[src/rtl/vpc_pkg.sv]
package vpc_pkg;
  // bits per priority class field (vector bits above this form the class)
  localparam int CLASS_SHIFT = 4;
  localparam int SVR_W       = 16;
  localparam int SVR_EN_BIT  = 8;
  localparam int SVR_DIR_BIT = 12;
  localparam logic [SVR_W-1:0] SVR_KEEP =
    (SVR_W'(1) << SVR_DIR_BIT) | SVR_W'(16'h01FF);

  typedef enum logic [1:0] {
    ACK_NONE  = 2'd0,
    ACK_SPUR  = 2'd1,
    ACK_GRANT = 2'd2
  } ack_kind_e;
endpackage

[src/rtl/vpc_msb_find.sv]
module vpc_msb_find #(
  parameter int N = 256,
  localparam int IW = $clog2(N)
) (
  input  logic [N-1:0]  bits_i,
  output logic          any_o,
  output logic [IW-1:0] idx_o
);
  always_comb begin
    idx_o = '0;
    for (int i = 0; i < N; i++) begin
      if (bits_i[i]) idx_o = IW'(i);
    end
    any_o = |bits_i;
  end
endmodule

[src/rtl/vpc_prio_eval.sv]
module vpc_prio_eval
  import vpc_pkg::*;
#(
  parameter int VEC_W = 8,
  localparam int CLS_W = VEC_W - CLASS_SHIFT
) (
  input  logic             enable_i,
  input  logic [VEC_W-1:0] tpr_i,
  input  logic             isr_any_i,
  input  logic [VEC_W-1:0] isr_top_i,
  input  logic             irr_any_i,
  input  logic [VEC_W-1:0] irr_top_i,
  output logic [VEC_W-1:0] ppr_o,
  output logic             deliver_o,
  output logic             blocked_o
);
  logic [CLS_W-1:0] isr_cls, tpr_cls, irr_cls, ppr_cls;

  always_comb begin
    isr_cls = isr_any_i ? isr_top_i[VEC_W-1:CLASS_SHIFT] : '0;
    tpr_cls = tpr_i[VEC_W-1:CLASS_SHIFT];
    irr_cls = irr_top_i[VEC_W-1:CLASS_SHIFT];
    if (tpr_cls >= isr_cls) ppr_o = tpr_i;
    else                    ppr_o = {isr_cls, {CLASS_SHIFT{1'b0}}};
    ppr_cls   = ppr_o[VEC_W-1:CLASS_SHIFT];
    deliver_o = enable_i && irr_any_i && ((ppr_o == '0) || (irr_cls > ppr_cls));
    blocked_o = enable_i && irr_any_i && !deliver_o;
  end
endmodule

[src/rtl/vec_prio_ctrl.sv]
module vec_prio_ctrl
  import vpc_pkg::*;
#(
  parameter int NUM_VEC = 256,
  localparam int VEC_W = $clog2(NUM_VEC),
  localparam int CLS_W = VEC_W - CLASS_SHIFT
) (
  input  logic             clk,
  input  logic             rst_n,
  input  logic             req_valid,
  input  logic [VEC_W-1:0] req_vec,
  input  logic             req_level,
  input  logic             ack_req,
  output logic             ack_done,
  output logic             ack_vld,
  output logic [VEC_W-1:0] ack_vec,
  input  logic             eoi_req,
  output logic             eoi_bcast,
  output logic [VEC_W-1:0] eoi_vec,
  input  logic             tpr_we,
  input  logic [VEC_W-1:0] tpr_wdata,
  input  logic             tpr_cls_we,
  input  logic [CLS_W-1:0] tpr_cls_wdata,
  input  logic             svr_we,
  input  logic [SVR_W-1:0] svr_wdata,
  output logic [VEC_W-1:0] tpr_q,
  output logic [SVR_W-1:0] svr_q,
  output logic [VEC_W-1:0] ppr_q,
  output logic             irq
);
  // state
  logic [NUM_VEC-1:0] irr_r, isr_r, tmr_r;
  logic [NUM_VEC-1:0] irr_n, isr_n, tmr_n;
  logic [VEC_W-1:0]   tpr_r, tpr_n;
  logic [SVR_W-1:0]   svr_r, svr_n;

  // decoded strobes
  logic [NUM_VEC-1:0] ack_set, req_set, eoi_clr;
  logic irr_any, isr_any, deliver, blocked;
  logic [VEC_W-1:0] irr_top, isr_top;
  logic state_en, tpr_en;
  ack_kind_e ack_kind;

  logic             done_n, vld_n, bc_n;
  logic [VEC_W-1:0] vec_n, bvec_n;

  vpc_msb_find #(.N(NUM_VEC)) u_irr_find (.bits_i(irr_r), .any_o(irr_any), .idx_o(irr_top));
  vpc_msb_find #(.N(NUM_VEC)) u_isr_find (.bits_i(isr_r), .any_o(isr_any), .idx_o(isr_top));

  vpc_prio_eval #(.VEC_W(VEC_W)) u_eval (
    .enable_i (svr_r[SVR_EN_BIT]),
    .tpr_i    (tpr_r),
    .isr_any_i(isr_any),
    .isr_top_i(isr_top),
    .irr_any_i(irr_any),
    .irr_top_i(irr_top),
    .ppr_o    (ppr_q),
    .deliver_o(deliver),
    .blocked_o(blocked)
  );

  // next state
  always_comb begin
    if (ack_req && deliver)      ack_kind = ACK_GRANT;
    else if (ack_req && blocked) ack_kind = ACK_SPUR;
    else                         ack_kind = ACK_NONE;

    ack_set = '0;
    if (ack_kind == ACK_GRANT) ack_set[irr_top] = 1'b1;
    req_set = '0;
    if (req_valid) req_set[req_vec] = 1'b1;
    eoi_clr = '0;
    if (eoi_req && isr_any) eoi_clr[isr_top] = 1'b1;

    // a same-cycle request survives a grant of the same vector
    irr_n = (irr_r & ~ack_set) | req_set;
    isr_n = (isr_r & ~eoi_clr) | ack_set;
    tmr_n = tmr_r;
    if (req_valid) tmr_n[req_vec] = req_level;

    if (tpr_we) tpr_n = tpr_wdata;
    else        tpr_n = {tpr_cls_wdata, {CLASS_SHIFT{1'b0}}};
    svr_n = svr_wdata & SVR_KEEP;

    state_en = req_valid || (ack_kind == ACK_GRANT) || eoi_req;
    tpr_en   = tpr_we || tpr_cls_we;

    done_n = ack_req;
    vld_n  = (ack_kind != ACK_NONE);
    case (ack_kind)
      ACK_GRANT: vec_n = irr_top;
      ACK_SPUR:  vec_n = svr_r[VEC_W-1:0];
      default:   vec_n = '0;
    endcase

    bc_n   = eoi_req && isr_any && tmr_r[isr_top] && !svr_r[SVR_DIR_BIT];
    bvec_n = bc_n ? isr_top : '0;
  end

  // registers
  always_ff @(posedge clk or negedge rst_n) begin
    if (!rst_n) begin
      irr_r <= '0;
      isr_r <= '0;
      tmr_r <= '0;
    end else if (state_en) begin
      irr_r <= irr_n;
      isr_r <= isr_n;
      tmr_r <= tmr_n;
    end
  end

  always_ff @(posedge clk or negedge rst_n) begin
    if (!rst_n)      tpr_r <= '0;
    else if (tpr_en) tpr_r <= tpr_n;
  end

  always_ff @(posedge clk or negedge rst_n) begin
    if (!rst_n)      svr_r <= '0;
    else if (svr_we) svr_r <= svr_n;
  end

  always_ff @(posedge clk or negedge rst_n) begin
    if (!rst_n) begin
      ack_done  <= 1'b0;
      ack_vld   <= 1'b0;
      ack_vec   <= '0;
      eoi_bcast <= 1'b0;
      eoi_vec   <= '0;
    end else begin
      ack_done  <= done_n;
      ack_vld   <= vld_n;
      ack_vec   <= vec_n;
      eoi_bcast <= bc_n;
      eoi_vec   <= bvec_n;
    end
  end

  assign tpr_q = tpr_r;
  assign svr_q = svr_r;
  assign irq   = deliver;
endmodule

[config.mk]
export PLATFORM = sky130hd
export DESIGN_NAME = vec_prio_ctrl
export DESIGN_NICKNAME = d
export VERILOG_FILES = /design/src/rtl/vpc_pkg.sv /design/src/rtl/vpc_msb_find.sv /design/src/rtl/vpc_prio_eval.sv /design/src/rtl/vec_prio_ctrl.sv
export SDC_FILE = /design/constraint.sdc
export NUM_CORES = 2
export LEC_CHECK = 0
export BUFFER_PORTS_ARGS = -buffer_cell sky130_fd_sc_hd__buf_4
export CAP_MARGIN = 25
export CORE_MARGIN = 2
export CORE_UTILIZATION = 63
export CTS_CLUSTER_DIAMETER = 80
export DETAILED_ROUTE_END_ITERATION = 10
export PLACE_DENSITY = 0.8
export SYNTH_ARGS = -nofsm -noshare
export SYNTH_HDL_FRONTEND = slang
export SYNTH_SLANG_ARGS = --single-unit
[constraint.sdc]
create_clock -name clk -period 8.9 [get_ports clk]
set_input_delay 1.78 -clock clk [delete_from_list [all_inputs] [get_ports clk]]
set_output_delay 1.78 -clock clk [all_outputs]
set_load 0.01 [all_outputs]
Word-level counts from Yosys, hierarchy flattened
Index checks and enable logic that the tools add are counted.
Word-level totals
  bits of input ports: 45
  bits in registers: 805
Cells by class
  equal/unequal tests: 2
  reductions and logical operators: 22
  magnitude comparators: 8
  bitwise logic cells: 6
  multiplexer cells: 529
Operators with widths (number)
  $mux 8: 259
  $mux 7: 128
  $mux 256: 3
  $and 256x256->256: 2
  $not 256->256: 2
  $or 256x256->256: 2
  $reduce_or 256->1: 2
  $mux 6: 64
  $bwmux 256: 1
  $mux 5: 32
  $mux 4: 17
  $lt 8x9->1 const B: 3
  $demux 1 s8: 3
  $ge 8x1->1 const B: 3
  $mux 3: 8
  $pmux 8 s2: 1
  $logic_and 1x1->1: 11
  $mux 2: 5
  $bmux 1 s8: 1
  $logic_not 8->1: 1
  $mux 1: 7
  $ge 4x4->1: 1
  $gt 4x4->1: 1
  $logic_or 1x1->1: 4
  other kinds (5): 6

Longest topological paths before layout
  depth after elaboration: 271
  mapped depth: 30
  depth with buffers taken out: 28

Hierarchy
Synthesis repeated with hierarchy kept, for this count alone.
Unflattened totals
  cells, all modules: 4331
  area, all modules: 40784.1 um^2
Modules (own cells, without submodules)
  vec_prio_ctrl: area an instance 33706.1 um^2, sequential area each 20144.3 um^2, instances 1, cells each 3083
  vpc_msb_find: area an instance 3345.7 um^2, sequential area each 0.0 um^2, instances 2, cells each 598
  vpc_prio_eval: area an instance 386.6 um^2, sequential area each 0.0 um^2, instances 1, cells each 52

Worst setup path before layout
Ideal clock, no wire load.
  path kind: reg-to-output
  from: reg isr_r[185]
  to: out irq
  cell stages (with the launch flop): 26
  path slack: 1745 ps
  data arrival time: 5375 ps
  path buffers: 2
  required time: 7120 ps
  cell sequence: dfrtp_1 > or4_4 > or2_1 > or3_4 > a2111oi_2 > o21a_1 > o21a_1 > inv_1 > ha_1 > nand2b_1 > a21o_1 > a21o_1 > a21oi_1 > buf_2 > nor2_1 > a21oi_1 > inv_1 > ha_1 > nor2b_1 > o21ai_0 > nand2b_1 > a21oi_1 > a41o_1 > o31ai_4 > buf_2 > and2_1
Between the ends
  longest elaborated chain between the ends: 77
RTL lines
  start, declared: RTL line vec_prio_ctrl.sv:32  | logic [NUM_VEC-1:0] irr_r, isr_r, tmr_r;
  start signal, assigned: RTL line vec_prio_ctrl.sv:108  | isr_r <= isr_n;
  $mux 8 (71 in a row): RTL line vpc_msb_find.sv:12  | if (bits_i[i]) idx_o = IW'(i);
  $mux 4 (*): RTL line vpc_prio_eval.sv:20  | isr_cls = isr_any_i ? isr_top_i[VEC_W-1:CLASS_SHIFT] : '0;
  $ge 4x4->1: RTL line vpc_prio_eval.sv:23  | if (tpr_cls >= isr_cls) ppr_o = tpr_i;
  $mux 8 (*): RTL line vpc_prio_eval.sv:23
  via ppr_q[5]: RTL line vec_prio_ctrl.sv:28  | output logic [VEC_W-1:0] ppr_q,
  $gt 4x4->1 or $logic_not 8->1 (tied branches): RTL line vpc_prio_eval.sv:26  | deliver_o = enable_i && irr_any_i && ((ppr_o == '0) || (irr_cls > ppr_cls));
  $logic_or 1x1->1 (*): RTL line vpc_prio_eval.sv:26
  $logic_and 1x1->1 (*): RTL line vpc_prio_eval.sv:26
  end, declared: RTL line vec_prio_ctrl.sv:29  | output logic irq
The timed path passes the listed nets; every way through them passes the cells marked *.

Worst setup path after layout
  from: reg isr_r[49]
  to: out irq
Between the ends
  longest elaborated chain between the ends: 213
RTL lines (RTL line)
  $mux 6 (15 in a row): vpc_msb_find.sv:12
  $mux 7 (64 in a row): vpc_msb_find.sv:12
  $mux 8 (128 in a row): vpc_msb_find.sv:12
  $mux 4 (*): vpc_prio_eval.sv:20
  $ge 4x4->1: vpc_prio_eval.sv:23
  $mux 8 (*): vpc_prio_eval.sv:23
  $gt 4x4->1 or $logic_not 8->1 (tied branches): vpc_prio_eval.sv:26
  $logic_or 1x1->1 (*): vpc_prio_eval.sv:26
  $logic_and 1x1->1 (*): vpc_prio_eval.sv:26
Mark *: on every way between the ends. The rest lies on a longest branch, timed or not.

==> results_dict.tcl <==
set metrics [dict create \
    avgSynthCellArea_um2 9.21 \
    yosys.area_share.simple_pct 19.8 \
    cts_root_buf "clkbuf_16" \
    synth_area_leaders "dfrtp_1, mux2_2, o21ai_0" \
    status "finished, final reports clean" \
    slew_violations 0 \
    fmax_ghz 0.115 \
    holdWs_ns 0.500 \
    area_growth_pct 11.6 \
    synthTopCellsByCount "dfrtp_1, o21ai_0, nor2_1, nand2_1, mux2_2" \
    track_usage_pct 49.7 \
    place.gp.congestion 1.06 \
    clock_sinks 805 \
    io_buffers 84 \
    yosys.area_share.adder_pct 0.245 \
    grt_pass1_vias 36065 \
    syn-instance-count 4440 \
    arrival_ns 6.90 \
    fin_tns_setup_ns 0 \
    ys_types 92 \
    syn_area_mm2 0.0409 \
    ys_seq_area_share_pct 49.2 \
    vias 38914 \
    die_w_um 259 \
    num-nets-final 4530 \
    floorplan.io_pins 97 \
    dr.pass1.iters 7 \
    cpPeakStageDelay_ns 0.61 \
    hold_viol 0 \
    synth_compound_area_share_pct 18.7 \
    ys_warn_count 0 \
    routedWlPerCell_um 30.9 \
    ys_ff_latch 805 \
    drive_gt1_share_pct 14.2 \
    design_area_mm2 0.0457 \
    cts_tree "built" \
    cellPowerDensity_mw_per_mm2 432 \
    critical_path.slowest_cell "nor4_1" \
    antenna_found_initial 10 \
    path_class "flop to output port" \
    fillers 5013 \
    period_share_pct 97.5 \
    worstPathMaxFanout 8 \
    drv_cap 0 \
    die_area_mm2 0.0670 \
    crit_family "compound AO/OA/AOI/OAI gates" \
    critPathRequiredTime_ns 7.12 \
    start_util_pct 63.6 \
    core_area_mm2 0.0643 \
    cts_buffer_depth 3 \
    grt_setup_unrepaired "no" \
    slew_headroom_pct 18.8 \
    cp-end-kind "output port" \
    clk_latency_ns 0.67 \
    ir_drop_uv 818 \
    p_leak_uw 0.0226 \
    synth_edf_count 0 \
    die_h_um 259 \
    drcViolationCount 0 \
    async_flop_share_pct 100 \
    grt_max_degree 157 \
    via_per_inst 7.20 \
    cp_common_cell "a21oi_1" \
    fin_worst_skew_ns 0.0244 \
    hpwlAfterDp_mm 121 \
    post-route-min-period_ns 8.68 \
    hold_path_class "flop to flop" \
    h-tree-depth 3 \
    netlist.top_cell.by_area "dfrtp_1" \
    cts_buffers 85 \
    ys.flop_type "dfrtp_1" \
    clkTransAtPathRegs_ns 0.06 \
    setup_viol 0 \
    row_count 93 \
    synth_top_family_by_area "simple AND/OR/NAND/NOR gates" \
    synth_most_common_cell "dfrtp_1" \
    synthXorXnorAreaFrac_pct 0 \
    postPlaceCellArea_mm2 0.0425 \
    worst_pin_slew_ns 1.21 \
    synthMuxAreaShare_pct 8.69 \
    ant_nets 0 \
    grt_first_pass_wirelength_mm 242 \
    start_kind "flop" \
    routed_wl_mm 167 \
    drt_iter0_drc 6630 \
    netlist.area_leader.share_pct 49.2 \
    overflow 0 \
    path_buf_inv 3 \
]
-- layout make-up --
| class | count | area (um^2) | area share, % |
|---|---|---|---|
| clock buffers | 117 | 2460 | 5.39 |
| multi-input cells | 3299 | 19600 | 42.8 |
| repair buffers | 166 | 1380 | 3.03 |
| flip-flops and latches | 805 | 20100 | 44.1 |
| well taps | 855 | 1070 | 2.34 |
| inverters | 120 | 455 | 0.998 |
| diodes | 6 | 15.0 | 0.0329 |
| clock inverters | 39 | 578 | 1.27 |
-- worst register-to-register path: cells and delay by family (launching register included) --
family / cells / cell delay (ns)
AOI/OAI and AO/OA: 14 / 3.61
adders and majority gates: 2 / 0.61
buffers and inverters: 2 / 0.23
DFF: 1 / 0.43
and+or+nand+nor: 10 / 3.09
-- routing by layer --
| layer | track usage, % | part of all wire [%] | vias to the layer above |
|---|---|---|---|
| li1 | - | - | 16221 |
| met1 | 68.8 | 38 | 18864 |
| met2 | 66.2 | 39 | 3175 |
| met3 | 22.9 | 17 | 636 |
| met4 | 22.7 | 5.9 | 18 |
| met5 | 1.92 | 0.17 | - |
-- state kept, by name, summed over array words and instances, names as in the netlist, 8 cells and up --
register / count
tpr_q: 8
eoi_vec: 8
isr_r: 256
irr_r: 256
ack_vec: 8
tmr_r: 256
svr_q: 10
-- layout by cell type, fill, tap and decap left out, drive strengths merged, types with 42 or more instances in the layout --
cell type  count
dfrtp        805
o21ai        595
nor2         562
nand2        450
mux2         274
nand3        170
a21o         168
buf          166
nor4         159
a21oi        138
inv          122
nor3         119
clkbuf       117
mux2i         47
or4           42
-- kinds of logic (layout without fill, tap and decap cells) --
family | Yosys count | after routing
buffers and inverters | 341 | 442
AND/OR/NAND/NOR | 1727 | 1727
flip-flops | 805 | 805
multiplexers | 321 | 321
adder cells (fa/ha/maj) | 8 | 8
other | 1 | 12
AO/OA/AOI/OAI | 1237 | 1237
-- through the flow --
step	util (%)	cells	setup slack, ns	power, uW
finish	71.0	5407	0.220	19700
global route	70.9	5401	0.00867	19900
floorplan	-	4445	1.75	10200
global placement	65.9	5235	1.22	14800
detailed placement	66.0	5239	1.13	15000
CTS	70.8	5395	0.415	18900
-- power by group --
group,switching [uW],total [uW],internal [uW],leakage [uW]
registers,303,4250,3940,0.0110
clock network,1580,3880,2290,0.00150
logic,8500,11600,3120,0.0100
-- worst paths after layout --
check                      depth (start not counted)  slack, ns                    from                      to
min in group asynchronous                          1       1.14                   rst_n   isr_r[38]$_DFFE_PN0N_
max reg2reg                                       28       0.84   isr_r[49]$_DFFE_PN0N_  irr_r[147]$_DFFE_PN0N_
max in group asynchronous                          3       5.75                   rst_n  tmr_r[156]$_DFFE_PN0P_
min                                                1       0.50  tmr_r[218]$_DFFE_PN0P_  tmr_r[218]$_DFFE_PN0P_
min reg2reg                                        1       0.50  tmr_r[218]$_DFFE_PN0P_  tmr_r[218]$_DFFE_PN0P_
max                                               25       0.22   isr_r[49]$_DFFE_PN0N_                     irq
-- timing repair --
| item | CTS | global route |
|---|---|---|
| resized for setup | 0 | 1 |
| hold buffers | 0 | 0 |
| setup buffers | 0 | 0 |
| setup endpoints to repair | 0 | 1 |
Note: power is estimated with default switching activity, not from simulation.
